[src/rtl/cmd_regbuf_pkg.sv]
package cmd_regbuf_pkg;
  // number of always-registered control lanes: cs0, cs1, cke, odt
  localparam int unsigned CTRL_LANES = 4;
  localparam int unsigned CTRL_CS0   = 0;
  localparam int unsigned CTRL_CS1   = 1;
  localparam int unsigned CTRL_CKE   = 2;
  localparam int unsigned CTRL_ODT   = 3;

  typedef enum logic {
    ROLE_FIRST  = 1'b0,
    ROLE_SECOND = 1'b1
  } role_e;
endpackage

[src/rtl/cmd_regbuf_lanes.sv]
// A bank of lanes loaded under an enable, duplicated into COPIES flop banks.
module cmd_regbuf_lanes #(
  parameter int unsigned W      = 14,
  parameter int unsigned COPIES = 2
) (
  input  logic                        clk,
  input  logic                        rst_n,
  input  logic                        load,
  input  logic [W-1:0]                d,
  output logic [COPIES-1:0][W-1:0]    q
);
  for (genvar c = 0; c < COPIES; c++) begin : g_copy
    always_ff @(posedge clk or negedge rst_n) begin
      if (!rst_n)    q[c] <= '0;
      else if (load) q[c] <= d;
    end
  end
endmodule

[src/rtl/cmd_regbuf_parity.sv]
// Tracks a pending check for one cycle after a capture, then compares the
// late parity bit against the captured data.
module cmd_regbuf_parity #(
  parameter int unsigned W = 14
) (
  input  logic         clk,
  input  logic         rst_n,
  input  logic         capture,
  input  logic [W-1:0] held,
  input  logic         par_bit,
  output logic         ppo,
  output logic         mismatch
);
  logic pending;
  logic held_xor;

  assign held_xor = ^held;

  always_ff @(posedge clk or negedge rst_n) begin
    if (!rst_n) begin
      pending  <= 1'b0;
      ppo      <= 1'b0;
      mismatch <= 1'b0;
    end else begin
      pending  <= capture;
      mismatch <= pending & ~(held_xor ^ par_bit);
      if (pending) ppo <= held_xor;
    end
  end
endmodule

[src/rtl/cmd_regbuf_errgen.sv]
// Delays a failure indication by PIPE stages, then holds err_n low for PULSE
// cycles; a new failure reloads the counter.
module cmd_regbuf_errgen #(
  parameter int unsigned PIPE  = 1,
  parameter int unsigned PULSE = 2
) (
  input  logic clk,
  input  logic rst_n,
  input  logic hit,
  output logic err_n
);
  localparam int unsigned CW = $clog2(PULSE + 1);

  logic          fire;
  logic [CW-1:0] cnt;

  if (PIPE == 0) begin : g_nopipe
    assign fire = hit;
  end else begin : g_pipe
    logic [PIPE-1:0] sr;
    always_ff @(posedge clk or negedge rst_n) begin
      if (!rst_n) sr <= '0;
      else        sr <= {sr[PIPE-1:0] , hit} >> 0;
    end
    assign fire = sr[PIPE-1];
  end

  always_ff @(posedge clk or negedge rst_n) begin
    if (!rst_n)        cnt <= '0;
    else if (fire)     cnt <= CW'(PULSE);
    else if (cnt != 0) cnt <= cnt - 1'b1;
  end

  assign err_n = (cnt == '0);
endmodule

[src/rtl/cmd_regbuf.sv]
module cmd_regbuf
  import cmd_regbuf_pkg::*;
#(
  parameter int unsigned LANES     = 14,
  parameter int unsigned ERR_PIPE  = 1,
  parameter int unsigned ERR_PULSE = 2
) (
  input  logic             clk,
  input  logic             rst_n,
  input  logic             role_sel,
  input  logic             cs0_n,
  input  logic             cs1_n,
  input  logic             cke_d,
  input  logic             odt_d,
  input  logic [LANES-1:0] cmd_d,
  input  logic             par_in,
  output logic [LANES-1:0] cmd_qa,
  output logic [LANES-1:0] cmd_qb,
  output logic             cs0_qa,
  output logic             cs0_qb,
  output logic             cs1_qa,
  output logic             cs1_qb,
  output logic             cke_qa,
  output logic             cke_qb,
  output logic             odt_qa,
  output logic             odt_qb,
  output logic             ppo,
  output logic             err_n,
  output logic             role_q
);
  logic                              cmd_valid;
  logic [1:0][LANES-1:0]             data_q;
  logic [CTRL_LANES-1:0]             ctrl_d;
  logic [1:0][CTRL_LANES-1:0]        ctrl_q;
  logic                              hit;
  role_e                             role_r;

  assign cmd_valid = ~cs0_n | ~cs1_n;

  cmd_regbuf_lanes #(.W(LANES), .COPIES(2)) u_data (
    .clk  (clk),
    .rst_n(rst_n),
    .load (cmd_valid),
    .d    (cmd_d),
    .q    (data_q)
  );

  always_comb begin
    ctrl_d           = '0;
    ctrl_d[CTRL_CS0] = cs0_n;
    ctrl_d[CTRL_CS1] = cs1_n;
    ctrl_d[CTRL_CKE] = cke_d;
    ctrl_d[CTRL_ODT] = odt_d;
  end

  cmd_regbuf_lanes #(.W(CTRL_LANES), .COPIES(2)) u_ctrl (
    .clk  (clk),
    .rst_n(rst_n),
    .load (1'b1),
    .d    (ctrl_d),
    .q    (ctrl_q)
  );

  cmd_regbuf_parity #(.W(LANES)) u_par (
    .clk     (clk),
    .rst_n   (rst_n),
    .capture (cmd_valid),
    .held    (data_q[0]),
    .par_bit (par_in),
    .ppo     (ppo),
    .mismatch(hit)
  );

  cmd_regbuf_errgen #(.PIPE(ERR_PIPE), .PULSE(ERR_PULSE)) u_err (
    .clk  (clk),
    .rst_n(rst_n),
    .hit  (hit),
    .err_n(err_n)
  );

  always_ff @(posedge clk or negedge rst_n) begin
    if (!rst_n) role_r <= ROLE_FIRST;
    else        role_r <= role_e'(role_sel);
  end

  assign role_q = role_r;
  assign cmd_qa = data_q[0];
  assign cmd_qb = data_q[1];
  assign cs0_qa = ctrl_q[0][CTRL_CS0];
  assign cs0_qb = ctrl_q[1][CTRL_CS0];
  assign cs1_qa = ctrl_q[0][CTRL_CS1];
  assign cs1_qb = ctrl_q[1][CTRL_CS1];
  assign cke_qa = ctrl_q[0][CTRL_CKE];
  assign cke_qb = ctrl_q[1][CTRL_CKE];
  assign odt_qa = ctrl_q[0][CTRL_ODT];
  assign odt_qb = ctrl_q[1][CTRL_ODT];
endmodule

[config.mk]
export PLATFORM = sky130hd
export DESIGN_NAME = cmd_regbuf
export DESIGN_NICKNAME = d
export VERILOG_FILES = /design/src/rtl/cmd_regbuf_pkg.sv /design/src/rtl/cmd_regbuf_lanes.sv /design/src/rtl/cmd_regbuf_parity.sv /design/src/rtl/cmd_regbuf_errgen.sv /design/src/rtl/cmd_regbuf.sv
export SDC_FILE = /design/constraint.sdc
export NUM_CORES = 1
export LEC_CHECK = 0
export ABC_AREA = 1
export BUFFER_PORTS_ARGS = -buffer_cell sky130_fd_sc_hd__clkbuf_2
export CAP_MARGIN = 20
export CORE_MARGIN = 2
export CORE_UTILIZATION = 25
export DETAILED_ROUTE_END_ITERATION = 6
export PLACE_DENSITY = 0.51
export SYNTH_ARGS = -nofsm -noshare
export SYNTH_HDL_FRONTEND = slang
export SYNTH_HIERARCHICAL = 1
export SYNTH_SLANG_ARGS = --single-unit
[constraint.sdc]
create_clock -name clk -period 2 [get_ports clk]
set_clock_uncertainty 0.2 [all_clocks]
set_input_delay 0.3 -clock clk [delete_from_list [all_inputs] [get_ports clk]]
set_output_delay 0.3 -clock clk [all_outputs]
set_load 0.005 [all_outputs]
**Word level (Yosys, flattened, before mapping)**

Cells that the tools add are included.

- Register bits after elaboration: 25
- Latch bits: 0
- Bits in writable memories: 0
- Bits in read-only memories: 0
- Bits of input ports: 22
- Output and inout bits: 39
- Logic and storage cells: 21
- Memories kept: 0

- Add/subtract/negate cells: 1
- Multiply operators: 0
- Div/mod/pow operators: 0
- Magnitude comparators: 0
- Equality and inequality tests: 0
- Shifts and indexed selects: 0
- Multiplexer cells: 2
- Bitwise logic cells: 6
- Reductions and logical operators: 4

Operator list:

| cell | number |
|---|---|
| $reduce_xor A14 Y1 | 1 |
| $mux W2 | 2 |
| $reduce_bool A2 Y1 | 2 |
| $not A1 Y1 | 3 |
| $logic_not A2 Y1 | 1 |
| $sub A2 B1 Y2 const B | 1 |
| $and A1 B1 Y1 | 1 |
| $or A1 B1 Y1 | 1 |
| $xor A1 B1 Y1 | 1 |

**Logic depth before layout (Yosys ltp)**

- Depth after elaboration: 4
- Gate-level depth with buffers: 12
- Depth with buffers taken out: 12

**Hierarchy**

Netlist, hierarchy kept.

Modules (own cells, without submodules):

| module | instances | cells an instance | area each (um2) | sequential area each (um2) |
|---|---|---|---|---|
| cmd_regbuf_lanes at u_data | 1 | 73 | 635.6 | 350.3 |
| cmd_regbuf_parity | 1 | 88 | 434.2 | 75.1 |
| cmd_regbuf_lanes at u_ctrl | 1 | 21 | 178.9 | 100.1 |
| cmd_regbuf_errgen | 1 | 15 | 132.6 | 75.1 |
| cmd_regbuf | 1 | 3 | 32.5 | 25.0 |

**Worst setup path before layout**

Ideal clock, no wire load.

- Kind: reg2reg
- Start: register u_data/q[8] (netlist name)
- End: register u_par.mismatch
- Setup time: 119 ps
- Data arrival time: 1089 ps
- Data required time: 1681 ps
- Setup slack: 592 ps
- Cell stages (with the launch flop): 11
- Buffers on the path: 0
- Period minus slack after synthesis: 1408 ps
- Path through: dfrtp_1 nand2_1 inv_1 nor2_2 nand2_2 nand2_1 nand2_1 nand2_2 nand2_2 a21oi_1 nor2_1

- Cells in the longest elaborated chain, start to end: 4

Ends and longest elaborated chain:

| element | line | text |
|---|---|---|
| start, declared | cmd_regbuf_lanes.sv:10 | `output logic [COPIES-1:0][W-1:0] q` |
| start signal, assigned by index | cmd_regbuf_lanes.sv:14 | `if (!rst_n) q[c] <= '0;` |
| start signal, assigned by index | cmd_regbuf_lanes.sv:15 | `else if (load) q[c] <= d;` |
| $reduce_xor A14 Y1 | cmd_regbuf_parity.sv:17 | `assign held_xor = ^held;` |
| $xor A1 B1 Y1 | cmd_regbuf_parity.sv:26 | `mismatch <= pending & ~(held_xor ^ par_bit);` |
| $not A1 Y1 | cmd_regbuf_parity.sv:26 |  |
| $and A1 B1 Y1 | cmd_regbuf_parity.sv:26 |  |
| end signal, assigned | cmd_regbuf_parity.sv:26 |  |
| end, declared | cmd_regbuf_parity.sv:12 | `output logic mismatch` |

No other way between the ends.
A chain may end at the register's enable or synchronous reset.

**Worst setup path after layout**

- Start: register u_err.cnt[0]
- End: output err_n

- Cells in the longest elaborated chain, start to end: 1

Ends and longest elaborated chain:

| element | line | text |
|---|---|---|
| start, declared | cmd_regbuf_errgen.sv:15 | `logic [CW-1:0] cnt;` |
| start signal, assigned | cmd_regbuf_errgen.sv:30 | `else if (fire) cnt <= CW'(PULSE);` |
| start signal, assigned | cmd_regbuf_errgen.sv:31 | `else if (cnt != 0) cnt <= cnt - 1'b1;` |
| $logic_not A2 Y1 | cmd_regbuf_errgen.sv:34 | `assign err_n = (cnt == '0);` |
| end, declared | cmd_regbuf.sv:28 | `output logic err_n,` |

No other way between the ends.

==> metrics.csv <==
metric,value,unit
worst_pin_slew,0.658,ns
synth-seq-area-share,44.2,%
grt_max_degree,26,
design.core.area,0.00547,mm^2
synth_warnings,6,
tns,0,ns
grt_use_total,9.92,%
postCtsSetupBuffers,0,
netlist.area_leader.share,44.2,%
drc,0,
initial_core_util,25.8,%
final_common_cell,nand2_1,
num_vias,1250,
final_cell_mix,"nand2_1 (112), clkbuf_2 (60), dfrtp_1 (25)",
powerDensity,755,mW/mm^2
total_power,1.31,mW
r2r_slack,0.49,ns
holdCritStartpoint,cke_d,
cts_made_buffers,3,
slew_violations,0,
grt_overflow,0,
relSlewSlack,56.1,%
worstPathMaxFanout,4,
antenna_found_initial,0,
cts_num_sinks,25,
muxShareOfSynthArea,0,%
fin_crit_sh,78.8,%
worstSetupPathType,register to primary output,
multi_input_area,563,um^2
post-route-min-period,1.58,ns
drt-total-wl,3000,um
hold_end,u_ctrl/q[2],
cts_tree,yes,
fin_util,31.8,%
hold_class,input pin to register,
area_growth,22.9,%
synth_seq_cells,25,
setup.worst_path.start_class,register,
htreeDepth,1,
die_x,79.2,um
hold_viol,0,
synth_area_leaders,"dfrtp_1 (44%), nand2_1 (30%), buf_4 (10%), inv_1 (4.0%), nand2_2 (2.7%)",
crit_arrival,1.08,ns
yosys.area_share.simple,35.8,%
drive_above_1_share,32.3,%
io_pins,61,
wire_per_inst,9.29,um
port_buffers,60,
final-setup-viol-count,0,
final_nets,275,
antenna-diode-count,0,
maxCapViolations,0,
run_status,completed,
grt_pass1_wl,4860,um
synth_cell_types,15,
timing.fmax,0.634,GHz
rsz0062_at_grt,no,
ff2ff_path_depth,10,
synth_fa_ha_area_share,0.885,%
drt-vias-per-instance,3.87,
die_area,0.00627,mm^2
clockBufferDepth,2,
firstDrtPassIters,4,
clk_pin_slew_worst_paths,0.09,ns
cts_root_buf,clkbuf_8,
first_iter_violations,52,
grt_pass1_vias,1080,
endpoint_kind,primary output,
synthesis.area,0.00141,mm^2
place_congestion,0.689,
fillers,629,
rows,27,
dp_hpwl,2250,um
critical_path_required,1.50,ns
vdd_drop_max,0.206,mV
rr_endpoint,u_par/mismatch,
clk_latency,0.27,ns
dp_slack,0.513,ns
synth_xor_area_share,1.15,%
fin_ws,0.423,ns
antenna_left,0,
p_leak,1.09,nW
synth_top_family_by_area,simple AND/OR/NAND/NOR gates,
postSynthCellCount,200,
avgSynthCellArea,7.07,um^2
seq_area,626,um^2
yosys.area.top_type,dfrtp_1,
synth_compound_area_share,0.708,%
r2r_start,u_data/q[3],
die_y,79.2,um
whs_path_depth,3,
## power by group
part	switching [mW]	leakage, nW	total (mW)	internal [mW]
Sequential	0.0577	0.295	0.630	0.572
Clock	0.163	0.0228	0.306	0.143
Combinational	0.211	0.776	0.377	0.166
## kinds of logic after synthesis
family / after synthesis
buffers and inverters: 43
other: 1
AO/OA/AOI/OAI: 2
XOR/XNOR: 1
adder cells (fa/ha/maj): 1
flip-flops: 25
AND/OR/NAND/NOR: 127
## worst max-delay path: stages, from the launching register on
cell and delay, ns:
dfrtp_1 0.38, inv_1 0.08, ha_1 0.21, clkbuf_2 0.13
## cell type report
| cell class | count | share of cell area (%) |
|---|---|---|
| multi-input combinational | 136 | 32.4 |
| sequential | 25 | 36.0 |
| clock buffer | 4 | 2.59 |
| timing repair buffer | 63 | 18.9 |
| inverter | 23 | 4.97 |
| tap | 72 | 5.18 |
## metal layers
metal,vias up,GRT usage [%],wire length [um]
met5,-,0,0
met4,0,3.10,15
met3,2,2.61,212
met2,40,15.6,1300
met1,543,13.3,1470
li1,665,-,-
## through the flow
stage	instances	area, um^2	hold slack, ns
6_report	323	1740	0.0221
5_1_grt	323	1740	0.0256
4_1_cts	323	1740	0.0121
3_5_place_dp	317	1670	0.142
3_3_place_gp	317	1670	0.146
2_1_floorplan	204	1430	-0.196
## worst max path at each step
stage	from	endpoint	slack, ns
CTS	u_err/cnt[0]	err_n	0.40
global placement	u_data/q[9]	u_par/mismatch	0.53
floorplan	u_data/q[8]	u_par/mismatch	0.59
finish	u_err/cnt[0]	err_n	0.42
detailed placement	u_data/q[3]	u_par/mismatch	0.51
global route	u_data/q[2]	u_par/mismatch	0.30
## sequential cells by signal, indices dropped and copies added, names as in the netlist
signal / flops
role_q: 1
u_err/cnt: 2
u_par/ppo: 1
u_par/pending: 1
u_par/mismatch: 1
u_data/q: 14
u_err/fire: 1
u_ctrl/q: 4
## what timing repair did
action | in CTS | in global routing
hold buffers | 2 | 0
resized for setup | 0 | 0
hold endpoints to repair | 26 | 0
## cells in the mapped netlist
| cell type | n |
|---|---|
| inv_1 | 15 |
| nand2_1 | 112 |
| inv_2 | 8 |
| ha_1 | 1 |
| a21oi_1 | 2 |
| dfrtp_1 | 25 |
| buf_4 | 19 |
| nor2_2 | 1 |
| nand3_1 | 4 |
| conb_1 | 1 |
| nand2_2 | 6 |
| xnor2_2 | 1 |
| buf_6 | 1 |
| nand3_2 | 1 |
| nor2_1 | 3 |
Note: power is estimated with default switching activity, not from simulation.
